[config.mk]
export PLATFORM = sky130hd
export DESIGN_NAME = ppg_timer
export DESIGN_NICKNAME = d
export VERILOG_FILES = /design/src/rtl/ppg_pkg.sv /design/src/rtl/ppg_prescaler.sv /design/src/rtl/ppg_counter.sv /design/src/rtl/ppg_outff.sv /design/src/rtl/ppg_timer.sv
export SDC_FILE = /design/constraint.sdc
export NUM_CORES = 1
export LEC_CHECK = 0
export ABC_CLOCK_PERIOD_IN_PS = 2500
export CORE_AREA = 2 2 64 81
export CTS_CLUSTER_SIZE = 40
export DETAILED_ROUTE_END_ITERATION = 12
export DIE_AREA = 0 0 66 83
export DONT_BUFFER_PORTS = 1
export PLACE_DENSITY = 0.83
export SLEW_MARGIN = 5
export SYNTH_ARGS = -nofsm -noshare
export SYNTH_HDL_FRONTEND = slang
export SYNTH_SLANG_ARGS = --single-unit
[constraint.sdc]
create_clock -name clk -period 2.5 [get_ports clk]
set_input_delay 0.125 -clock clk [delete_from_list [all_inputs] [get_ports clk]]
set_output_delay 0.125 -clock clk [all_outputs]
set_load 0.005 [all_outputs]
[src/rtl/ppg_pkg.sv]
// Shared definitions for the pulse generator timer: register map and divider codes.
package ppg_pkg;
    localparam int DIV_W = 8;

    typedef enum logic [1:0] {
        PS_DIV1   = 2'd0,
        PS_DIV4   = 2'd1,
        PS_DIV16  = 2'd2,
        PS_DIV256 = 2'd3
    } ps_sel_e;

    localparam logic [1:0] ADDR_PERIOD = 2'd0;
    localparam logic [1:0] ADDR_MARK   = 2'd1;
    localparam logic [1:0] ADDR_CTRL   = 2'd2;

    localparam int CTL_OE   = 2;
    localparam int CTL_INIT = 3;
    localparam int CTL_RUN  = 4;

    // Low-bit mask of the divider whose all-ones pattern marks a tick.
    function automatic logic [DIV_W-1:0] ps_mask(input ps_sel_e sel);
        case (sel)
            PS_DIV1:  ps_mask = DIV_W'(0);
            PS_DIV4:  ps_mask = DIV_W'(3);
            PS_DIV16: ps_mask = DIV_W'(15);
            default:  ps_mask = DIV_W'(255);
        endcase
    endfunction
endpackage

[src/rtl/ppg_prescaler.sv]
// Count-tick generator. A free-running divider that advances while the timer runs.
// A tick fires when the selected low bits of the divider are all ones.
// Assumes: clear is a single-cycle restart request.
module ppg_prescaler
    import ppg_pkg::*;
#(
    parameter int W = DIV_W
) (
    input  logic    clk,
    input  logic    rst_n,
    input  logic    clear,
    input  logic    run,
    input  ps_sel_e sel,
    output logic    tick
);
    logic [W-1:0] div_q;
    logic [W-1:0] mask;

    // Divider: zeroed on reset or restart, advances only while running.
    always_ff @(posedge clk) begin
        if (!rst_n)     div_q <= '0;
        else if (clear) div_q <= '0;
        else if (run)   div_q <= div_q + 1'b1;
    end

    // Tick decode: the selected low bits are all set.
    always_comb begin
        mask = W'(ps_mask(sel));
        tick = run && ((div_q & mask) == mask);
    end
endmodule

[src/rtl/ppg_counter.sv]
// Up counter with two comparators. The period match wraps the count to zero.
// The mark match only reports and leaves the count running.
// Assumes: match flags are used only on the edge of the tick that produced them.
module ppg_counter #(
    parameter int W = 16
) (
    input  logic         clk,
    input  logic         rst_n,
    input  logic         clear,
    input  logic         tick,
    input  logic [W-1:0] period,
    input  logic [W-1:0] mark,
    output logic [W-1:0] cnt,
    output logic         hit_period,
    output logic         hit_mark
);
    // Compare decode, qualified by the count tick.
    always_comb begin
        hit_period = tick && (cnt == period);
        hit_mark   = tick && (cnt == mark);
    end

    // Count register: restart, wrap on period match, else increment on tick.
    always_ff @(posedge clk) begin
        if (!rst_n)          cnt <= '0;
        else if (clear)      cnt <= '0;
        else if (hit_period) cnt <= '0;
        else if (tick)       cnt <= cnt + 1'b1;
    end
endmodule

[src/rtl/ppg_outff.sv]
// Output flip-flop with a loadable initial level and an enable gate.
// Assumes: the two toggle requests never coincide under legal compare ordering.
// If they do, the two inversions cancel.
module ppg_outff (
    input  logic clk,
    input  logic rst_n,
    input  logic load,
    input  logic init,
    input  logic tog_a,
    input  logic tog_b,
    input  logic oe,
    output logic ff_q,
    output logic pulse
);
    // Level register: load on start, invert once per match.
    always_ff @(posedge clk) begin
        if (!rst_n)    ff_q <= 1'b0;
        else if (load) ff_q <= init;
        else           ff_q <= ff_q ^ (tog_a ^ tog_b);
    end

    // Pin gate: inactive low when disabled.
    always_comb pulse = oe & ff_q;
endmodule

[src/rtl/ppg_timer.sv]
// Top of the pulse generator timer: register file, start detection, interrupt registers.
// Assumes: software keeps mark < period for a well-formed waveform.
module ppg_timer
    import ppg_pkg::*;
#(
    parameter int CNT_W  = 16,
    parameter int DATA_W = 16
) (
    input  logic              clk,
    input  logic              rst_n,
    input  logic              wr_en,
    input  logic [1:0]        wr_addr,
    input  logic [DATA_W-1:0] wr_data,
    output logic [CNT_W-1:0]  cnt_o,
    output logic              irq_period_o,
    output logic              irq_mark_o,
    output logic              pulse_o
);
    logic [CNT_W-1:0] period_q;
    logic [CNT_W-1:0] mark_q;
    ps_sel_e          sel_q;
    logic             oe_q;
    logic             run_q;
    logic             ff_q;
    logic             start;
    logic             tick;
    logic             hit_p;
    logic             hit_m;
    logic             ctl_wr;

    // Start decode: control write that turns a stopped timer on.
    always_comb begin
        ctl_wr = wr_en && (wr_addr == ADDR_CTRL);
        start  = ctl_wr && wr_data[CTL_RUN] && !run_q;
    end

    // Register file: compare values and control fields.
    always_ff @(posedge clk) begin
        if (!rst_n) begin
            period_q <= '0;
            mark_q   <= '0;
            sel_q    <= PS_DIV1;
            oe_q     <= 1'b0;
            run_q    <= 1'b0;
        end else if (wr_en) begin
            case (wr_addr)
                ADDR_PERIOD: period_q <= CNT_W'(wr_data);
                ADDR_MARK:   mark_q   <= CNT_W'(wr_data);
                ADDR_CTRL: begin
                    sel_q <= ps_sel_e'(wr_data[1:0]);
                    oe_q  <= wr_data[CTL_OE];
                    run_q <= wr_data[CTL_RUN];
                end
                default: ;
            endcase
        end
    end

    ppg_prescaler #(.W(DIV_W)) u_ps (
        .clk   (clk),
        .rst_n (rst_n),
        .clear (start),
        .run   (run_q),
        .sel   (sel_q),
        .tick  (tick)
    );

    ppg_counter #(.W(CNT_W)) u_cnt (
        .clk        (clk),
        .rst_n      (rst_n),
        .clear      (start),
        .tick       (tick),
        .period     (period_q),
        .mark       (mark_q),
        .cnt        (cnt_o),
        .hit_period (hit_p),
        .hit_mark   (hit_m)
    );

    ppg_outff u_ff (
        .clk   (clk),
        .rst_n (rst_n),
        .load  (start),
        .init  (wr_data[CTL_INIT]),
        .tog_a (hit_p),
        .tog_b (hit_m),
        .oe    (oe_q),
        .ff_q  (ff_q),
        .pulse (pulse_o)
    );

    // Interrupt registers: one-cycle pulse after each match edge.
    always_ff @(posedge clk) begin
        if (!rst_n) begin
            irq_period_o <= 1'b0;
            irq_mark_o   <= 1'b0;
        end else begin
            irq_period_o <= hit_p;
            irq_mark_o   <= hit_m;
        end
    end
endmodule

==> impl_metrics.csv, run 1 <==
group,metric,value,unit
outcome,status,"finished, final reports clean",
synth,synth_top_area_frac,0.4275,
global_route,antenna_found_initial,0,
synth,synth_top_area_cell,"dfxtp_1",
power,p_leak,1.280,nW
clock_tree,clk_path_buf_depth,2,
global_route,grt_use_met3,0.08672,
worst_setup_path,path_class,"reg2reg",
global_route,grt_pass1_vias,2295,
finish,drive_gt1_frac,0.08939,
synth,synth_edf_count,0,
placement,gp_congestion,0.8514,
detailed_routing,dr.pass1.iters,4,
synth,synthMuxAreaShare,0.01696,
synth,yosys.area_share.adder,0.008482,
timing,slew_headroom,0.5364,
floorplan,die_area,5478,um2
floorplan,rows,28,
global_route,grt_max_degree,25,
placement,io_buffers,0,
detailed_routing,viasPerCell,5.675,
placement,hpwl,4.660,mm
clock_tree,tritoncts,"done",
floorplan,die_height,83,um
power,p_total,0.001955,W
global_route,use_met2,0.4527,
global_route,grt_pass1_wl,11.15,mm
clock_tree,post_cts_resize_count,0,
synth,synth_xor_area_frac,0.1514,
detailed_routing,drtAntennaViolNets,0,
timing,drv_slew,0,
worst_setup_path,critPathRequiredTime,2720,ps
floorplan,core,4695,um2
global_route,grt_overflow_total,0,
synth,ys.flop_type,"dfxtp_1",
synth,synth_compound_area_frac,0.09033,
synth,yosys.cell_types.count,39,
power,p_sw_frac,0.2363,
timing,fin_worst_skew,9.306,ps
synth,seq_area_frac_synth,0.4275,
synth,avgSynthCellArea,8.577,um2
worst_setup_path,worstPathArrival,2240,ps
clock_tree,clk-insertion-delay-late,340,ps
detailed_routing,vias,2372,
finish,antenna_cells,0,
power,pwr-share-clk,0.389,
clock_tree,cts.clk_slew.worst_paths,60,ps
timing,fin_crit,2014,ps
power,power_density,598.1,nW/um2
timing,setup_viol,0,
power,power.share.sequential,0.535,
synth,synth_fp_nets,367,
detailed_routing,wl,6.849,mm
clock_tree,ctsHtreeMaxLevel,3,
power,p_switching,0.0004619,W
synth,synth_most_common_cell,"nand2_1",
worst_setup_path,start_kind,"register",
run,drv_cap,0,
power,combPwrFrac,0.076,
floorplan,ioPinCount,40,
clock_tree,root_buffer,"clkbuf_8",
synth,synth_top_family_by_area,"simple AND/OR/NAND/NOR gates",
clock_tree,numClockSinks,63,
finish,finish.utilization,0.6962,
power,vdd_drop_max,0.4276,mV
floorplan,initial_core_util,0.6285,
finish,nets,378,
timing,hold_violations,0,
finish,regArea,1261,um2
detailed_routing,drtIter0Drc,175,
finish,area_growth,10.77,%
timing,fin_tns_setup,0,ps
finish,fill_cells,361,
synth,synth-simple-area-share,0.2638,
worst_setup_path,cp-end-kind,"register",
synth,ys_ff_latch,63,
synth,yosysWarnings,0,
global_route,grt_use_met1,0.3022,
timing,rsz0062_at_grt,"no",
synth,synth.area.top_cells,"dfxtp_1 43%, xor2_1 10%, nand2_1 10%",
clock_tree,numCtsBuffers,9,
worst_setup_path,crit_path_max_fanout,17,
synth,postSynth.asyncResetShare,0,
timing,worst_slew_pin_slew,693.3,ps
power,p_int,0.001493,W
timing,fin_crit_sh,0.8057,
synth,syn_area,2950,um2
synth,synthTopCellsByCount,"79 x nand2_1, 63 x dfxtp_1, 36 x a21oi_1",
detailed_routing,wl_per_cell,16.39,um
timing,fmaxAchievable,496.5,MHz
synth,synthCells,344,
finish,multi_input_area,1572,um2
global_route,top_usage_layer,"met2",
detailed_routing,drc_errors,0,
floorplan,die_x,66,um
global_route,grt_usage,0.2696,
worst_hold_path,hold_path_class,"in2reg",
==> per-layer routing <==
metal	up-vias	part of all wire
met5	-	0
met4	0	0.025
met3	14	0.066
met2	76	0.51
met1	1113	0.40
li1	1169	-
==> worst paths after layout <==
check / start / to / slack [ps] / cells past startpoint
hold / removal: wr_data[4] / u_ff.ff_q / 130 / 3
hold reg to reg: mark_q[11] / mark_q[11] / 470 / 2
setup reg to reg: u_cnt.cnt[0] / u_ff.ff_q / 490 / 6
setup / recovery: u_cnt.cnt[0] / u_ff.ff_q / 490 / 6
==> timing repair <==
item	CTS	global route
hold buffers	17	0
buffers inserted	0	0
hold endpoints to repair	37	0
==> flip-flops by register name (all words and copies together), names as in the netlist <==
signal        cells
u_cnt.cnt        16
irq_period_o      1
u_ff.ff_q         1
irq_mark_o        1
mark_q           16
oe_q              1
run_q             1
sel_q             2
u_ps.div_q        8
period_q         16
==> cells in the final DEF (no fill, tap or decap), types with 4 or more instances in the layout <==
cell type,n
o21ai_0,4
a21oi_1,36
nand4_1,13
nor4_1,9
dfxtp_1,63
nor2_1,23
or3_1,4
mux2i_1,5
xnor2_1,17
nand2_1,79
dlygate4sd3_1,17
nor3_1,4
clkbuf_8,11
xor2_1,34
==> area by class of cell <==
| type | count | area share |
|---|---|---|
| Clock buffer | 13 | 0.04862 |
| Tap cell | 60 | 0.02297 |
| Sequential cell | 63 | 0.3859 |
| Timing Repair Buffer | 20 | 0.05896 |
| Clock inverter | 1 | 0.001531 |
| Inverter | 1 | 0.001149 |
| Multi-Input combinational cell | 260 | 0.4809 |
==> cell families (layout without fill, tap and decap cells) <==
kind of cell,Yosys count,count (layout)
AO/OA/AOI/OAI,44,44
XOR/XNOR,51,51
adder cells (fa/ha/maj),2,2
buffers and inverters,21,35
flip-flops,63,63
multiplexers,5,5
AND/OR/NAND/NOR,158,158
==> stage by stage <==
stage	hold WS [ps]	instances	instance area [um2]	worst slack, ps
2_1_floorplan	261.0	344	2950	859.0
3_3_place_gp	262.9	387	2934	561.9
3_5_place_dp	268.2	387	2934	532.9
4_1_cts	110.3	418	3268	510.6
5_1_grt	145.7	418	3268	337.7
6_report	134.1	418	3268	485.8
==> critical path, cell delays in order (launching register included) <==
cell       delay (ps)
dfxtp_1           530
xor2_1            120
nor4_1            380
nand4bb_1         240
o21bai_4          430
a21o_1            130
nand3_1            60
==> power groups by stage <==
stage                     clock network, W  registers (W)  logic [W]
after floorplan                          0        0.00106   0.000104
after global placement                   0        0.00107   0.000114
after detailed placement                 0        0.00107   0.000118
after CTS                         0.000769        0.00105   0.000146
after global routing              0.000806        0.00105   0.000165
final                             0.000760        0.00105   0.000148
Note: power is estimated with default switching activity, not from simulation.
==> run 2, diff against run 1 <==
- ABC_AREA: default -> 1
- ABC_CLOCK_PERIOD_IN_PS: 2500 -> 1700
- CORE_AREA: 2 2 64 81 -> 2 2 71 90
- DIE_AREA: 0 0 66 83 -> 0 0 73 92
- PLACE_DENSITY: 0.83 -> 0.79
- clock period: 2.5 -> 1.7 ns (I/O delays scaled with it)
==> run 2 against run 1 <==
Global-route usage shrank 0.77 points. Critical path depth grew 3. Register-to-register slack lost 420 ps. Fmax grew 23%.
==> impl_metrics.csv, run 2 <==
group,metric,value,unit
power,vdd_drop_max,0.5797,mV
clock_tree,clk_path_buf_depth,2,
detailed_routing,dr.pass1.iters,4,
synth,synth_top_area_cell,"dfxtp_1",
floorplan,die_area,6716,um2
power,power.share.sequential,0.474,
detailed_routing,vias,3225,
power,p_switching,0.0008068,W
timing,fmaxAchievable,612.6,MHz
clock_tree,root_buffer,"clkbuf_8",
synth,postSynth.asyncResetShare,0,
finish,fin_area,4124,um2
worst_setup_path,critPathRequiredTime,1950,ps
finish,area_growth,25.99,%
worst_hold_path,hp-start,"wr_en",
global_route,top_usage_layer,"met2",
detailed_routing,viasPerCell,5.252,
global_route,grt_overflow_total,0,
timing,fin_crit,1632,ps
detailed_routing,wl_per_cell,13.91,um
global_route,grt_max_degree,33,
finish,fill_cells,466,
clock_tree,cts.clk_slew.worst_paths,70,ps
timing,worst_slew_pin_slew,634.0,ps
synth,synth_edf_count,0,
floorplan,die_x,73,um
global_route,grt_use_met1,0.2762,
floorplan,die_height,92,um
run,drv_cap,0,
global_route,use_met2,0.4722,
power,p_int,0.002479,W
finish,final_cell_mix,"116 x nand2_1, 55 x dfxtp_1, 52 x inv_1, 51 x nor2_1, 49 x a21oi_1",
global_route,grt_pass1_wl,13.64,mm
timing,hold_violations,0,
worst_setup_path,path_class,"reg2reg",
floorplan,rows,32,
placement,io_buffers,0,
synth,ys_ff_latch,63,
synth,synth.area.top_cells,"dfxtp_1 39%, nand2_1 14%, a21oi_1 7.5%",
global_route,antenna_found_initial,0,
synth,syn_area,3273,um2
synth,ys.flop_type,"dfxtp_1",
power,p_sw_frac,0.2456,
timing,fin_worst_skew,8.401,ps
timing,fin_crit_sh,0.9602,
synth,yosys.cell_types.count,31,
detailed_routing,drtAntennaViolNets,0,
finish,finish.utilization,0.6913,
worst_setup_path,worstPathArrival,1880,ps
floorplan,core,5966,um2
timing,setup_viol,0,
synth,synth_fp_nets,510,
power,p_leak,1.751,nW
finish,reg_top3,"mark_q (16), period_q (16), u_cnt.cnt (16)",
power,pwr-share-clk,0.421,
synth,synthCells,487,
worst_setup_path,crit_start,"u_ps.div_q[0]",
global_route,grt_use_met3,0.06703,
synth,seq_area_frac_synth,0.3853,
clock_tree,numCtsBuffers,9,
finish,antenna_cells,0,
global_route,grt_pass1_vias,3141,
worst_setup_path,crit_path_max_fanout,4,
clock_tree,tritoncts,"done",
finish,drive_gt1_frac,0.1648,
finish,final_common_cell,"nand2_1",
synth,avgSynthCellArea,6.721,um2
power,combPwrFrac,0.106,
synth,synthTopCellsByCount,"119 x nand2_1, 63 x dfxtp_1, 55 x nor2_1",
outcome,status,"finished, final reports clean",
worst_setup_path,cp-end-kind,"register",
synth,synth_top_area_frac,0.3853,
detailed_routing,drc_errors,0,
worst_setup_path,start_kind,"register",
detailed_routing,drtIter0Drc,226,
floorplan,ioPinCount,40,
synth,synth_most_common_cell,"nand2_1",
finish,nets,564,
power,power_density,796.7,nW/um2
clock_tree,clk-insertion-delay-late,350,ps
synth,yosysWarnings,0,
clock_tree,numClockSinks,63,
placement,gp_congestion,0.8587,
timing,drv_slew,0,
placement,hpwl,5.570,mm
timing,slew_headroom,0.5773,
floorplan,initial_core_util,0.5487,
global_route,grt_usage,0.2619,
clock_tree,ctsHtreeMaxLevel,3,
placement,dpl_cell_area,3462,um2
worst_setup_path,timing.rr.start,"u_ps.div_q[0]",
detailed_routing,wl,8.538,mm
worst_hold_path,hold_path_class,"in2reg",
-- run 2: timing repair --
item                                    in CTS  in global routing
pin swaps                                    0                  3
gates resized for setup                      1                 26
cloned                                       0                  0
endpoints found under the setup margin       8                 18
setup buffers                                0                  4
hold buffers                                34                  0
hold endpoints to repair                    39                  0
-- run 2: through the flow --
step	hold slack (ps)	setup TNS (ps)	total power [W]	setup slack, ps	std cells
2_1_floorplan	219.9	0	0.001781	210.0	487
4_1_cts	59.10	0	0.003269	0.02465	610
3_3_place_gp	225.7	0	0.001832	39.98	560
6_report	59.42	0	0.003286	67.74	614
3_5_place_dp	230.6	0	0.001842	8.575	560
5_1_grt	110.9	-145.4	0.003405	-56.36	614
-- run 2: cell type report --
cell class	instances	area [um2]	share of cell area
Clock buffer	13	168.9	0.04096
Clock inverter	3	40.04	0.009709
Inverter	68	255.2	0.06189
Multi-Input combinational cell	334	1709	0.4144
Sequential cell	63	1274	0.3089
Tap cell	68	85.08	0.02063
Timing Repair Buffer	65	591.8	0.1435
-- run 2: worst max-delay path: stages (launching register included) --
cell	delay (ps)
dfxtp_2	360
nand2_2	100
a21oi_4	190
nand2_2	90
nor2_4	230
nand4_4	150
nor2_4	140
nand2_1	90
nor2_1	120
nor3b_2	60
-- run 2: power groups by stage --
stage               combinational, W  sequential (W)  clock, W
global route                0.000387         0.00156   0.00146
detailed placement          0.000253         0.00159         0
CTS                         0.000328         0.00156   0.00139
global placement            0.000246         0.00159         0
finish                      0.000347         0.00156   0.00138
floorplan                   0.000199         0.00158         0
-- run 2: path summary, 6_finish.rpt --
| kind | endpoint | slack, ps | cells past startpoint |
|---|---|---|---|
| hold / removal | run_q | 60 | 3 |
| setup / recovery | u_cnt.cnt[9] | 70 | 9 |
| hold reg to reg | mark_q[13] | 450 | 2 |
| setup reg to reg | u_cnt.cnt[9] | 70 | 9 |
-- run 2: metal layers --
layer / routed length (um) / share of wire
met5: 0 / 0
met4: 170 / 0.020
met3: 481 / 0.056
met2: 4631 / 0.54
met1: 3255 / 0.38
-- run 2: cell families after synthesis --
logic type                 after synthesis  share of synthesized area
and+or+nand+nor                        214                     0.2817
DFF                                     63                     0.3853
buffers and inverters                   90                     0.1120
xor gates and xnor gates                25                    0.06690
adders and majority gates                2                   0.007644
AOI/OAI and AO/OA                       93                     0.1464
==> run 3, diff against run 2 <==
- CORE_AREA: 2 2 71 90 -> 2 2 70 89
- CTS_BUF_LIST: default -> sky130_fd_sc_hd__clkbuf_4
- DIE_AREA: 0 0 73 92 -> 0 0 72 91
- PLACE_DENSITY: 0.79 -> 0.81
==> run 3 against run 2 <==
Clock skew increased by 11 ps. Final cell count down 0.65%. Clock power shrank 28%. Total power down 12%. Final area is 2.6% lower. Critical path depth unchanged. Critical endpoint is now u_cnt.cnt[10].
==> impl_metrics.csv, run 3 (same netlist as run 2, synthesis figures left out) <==
group,metric,value,unit
timing,rsz0062_at_grt,"yes",
worst_setup_path,reg2reg_depth,9,
finish,nets,562,
power,vdd_drop_max,0.6563,mV
timing,slew_headroom,0.5272,
floorplan,die_area,6552,um2
floorplan,die_height,91,um
timing,worst_slew_pin_slew,709.2,ps
power,power_density,720.7,nW/um2
floorplan,rows,31,
outcome,status,"finished, final reports clean",
floorplan,initial_core_util,0.5741,
finish,final_common_cell,"nand2_1",
floorplan,core,5702,um2
finish,multi_input_area,1697,um2
floorplan,die_x,72,um
finish,area_growth,22.71,%
clock_tree,numCtsBuffers,9,
worst_setup_path,start_kind,"register",
timing,fin_crit_sh,0.9529,
detailed_routing,viasPerCell,5.236,
worst_setup_path,critPathRequiredTime,1990,ps
finish,finish.utilization,0.7044,
global_route,grt_usage,0.2600,
worst_setup_path,path_class,"reg2reg",
worst_hold_path,whs_path_depth,3,
global_route,grt_max_degree,33,
timing,fin_worst_skew,19.07,ps
clock_tree,tritoncts,"done",
clock_tree,numClockSinks,63,
detailed_routing,wl_per_cell,13.15,um
global_route,antenna_found_initial,0,
worst_setup_path,cp-end-kind,"register",
finish,fill_cells,485,
placement,io_buffers,0,
placement,gp_congestion,0.9354,
finish,regArea,1276,um2
timing,hold_violations,0,
timing,drv_slew,0,
worst_setup_path,critPathMaxStageDelay,370,ps
timing,setup_viol,0,
finish,antenna_cells,0,
floorplan,ioPinCount,40,
finish,fin_area,4016,um2
finish,final_cell_mix,"115 x nand2_1, 53 x nor2_1, 52 x inv_1, 51 x dfxtp_1, 49 x a21oi_1",
timing,fin_tns_setup,0,ps
clock_tree,clk_path_buf_depth,2,
detailed_routing,drc_errors,0,
placement,hpwl,5.458,mm
worst_setup_path,crit_path_top_delay_cell,"dfxtp_2",
detailed_routing,drtAntennaViolNets,0,
timing,fmaxAchievable,617.3,MHz
timing,holdWs,15.38,ps
global_route,grt_overflow_total,0,
worst_hold_path,hold_path_class,"in2reg",
worst_setup_path,crit_path_max_fanout,5,
global_route,grt_pass1_wl,13.42,mm
clock_tree,root_buffer,"clkbuf_4",
global_route,grt_pass1_vias,3077,
detailed_routing,drtIter0Drc,189,
run,drv_cap,0,
detailed_routing,wl,8.023,mm
finish,reg_top3,"mark_q (16), period_q (16), u_cnt.cnt (16)",
clock_tree,cts.clk_slew.worst_paths,100,ps
timing,fin_crit,1620,ps
clock_tree,clk-insertion-delay-late,410,ps
worst_setup_path,worstPathArrival,1910,ps
power,p_leak,1.705,nW
clock_tree,ctsHtreeMaxLevel,3,
placement,dpl_cell_area,3460,um2
finish,drive_gt1_frac,0.1691,
detailed_routing,vias,3194,
worst_setup_path,crit_chain,"nand2_2 > a21oi_2 > nand2_2 > nor2_4 > nand4_4 > nor2_4 > nand2_2 > nor2_1 > nor3b_2",
worst_setup_path,crit_top_cell,"nand2_2",
detailed_routing,dr.pass1.iters,4,
-- run 3: cell count changes in the layout (fill, tap and decap cells not counted), sizes merged --
cell | previous run | this run
clkbuf | 13 | 11
clkinv | 2 | 4
dlygate4sd3 | 33 | 32
buf | 31 | 30
-- run 3: final cells by class --
cell class                 count  area share
timing repair buffer          63      0.1430
inverter                      68     0.06355
multi-input combinational    334      0.4224
clock inverter                 5     0.01215
clock buffer                  11     0.02056
sequential                    63      0.3178
tap                           66     0.02056
-- run 3: through the flow --
| stage | std cells | setup slack (ps) | total power (W) |
|---|---|---|---|
| after floorplan | 487 | 210.0 | 0.001781 |
| final | 610 | 80.12 | 0.002895 |
| after global routing | 610 | -29.41 | 0.003022 |
| after global placement | 558 | 79.73 | 0.001828 |
| after detailed placement | 558 | 35.63 | 0.001837 |
| after CTS | 607 | 1.943 | 0.002890 |
-- run 3: routing by layer --
layer | up-vias | global-route usage | share of wire
met2 | 68 | 0.4576 | 0.52
li1 | 1632 | - | -
met3 | 21 | 0.05105 | 0.044
met5 | - | 0 | 0
met1 | 1473 | 0.3010 | 0.41
met4 | 0 | 0.1085 | 0.026
-- run 3: final timing paths --
kind / start / end / slack [ps]
worst max-delay path: u_ps.div_q[0] / u_cnt.cnt[10] / 80
worst min-delay path: wr_addr[0] / period_q[11] / 20
worst max register to register: u_ps.div_q[0] / u_cnt.cnt[10] / 80
worst min register to register: mark_q[13] / mark_q[13] / 460
-- run 3: power by group --
group	total [W]	internal [W]	switching, W
combinational	0.000338	0.000156	0.000182
sequential	0.00156	0.00152	0.0000324
clock	0.00100	0.000470	0.000531
-- run 3: worst max-delay path: cells and delay by family (launching register included) --
family	cells	cell delay [ps]
AO/OA/AOI/OAI	1	180
flip-flops	1	370
AND/OR/NAND/NOR	8	960
-- run 3: what timing repair did --
action	CTS	global route
resized for setup	0	28
setup endpoints to repair	0	18
buffers inserted	0	3
endpoints found under the hold margin	39	0
hold buffers	33	0
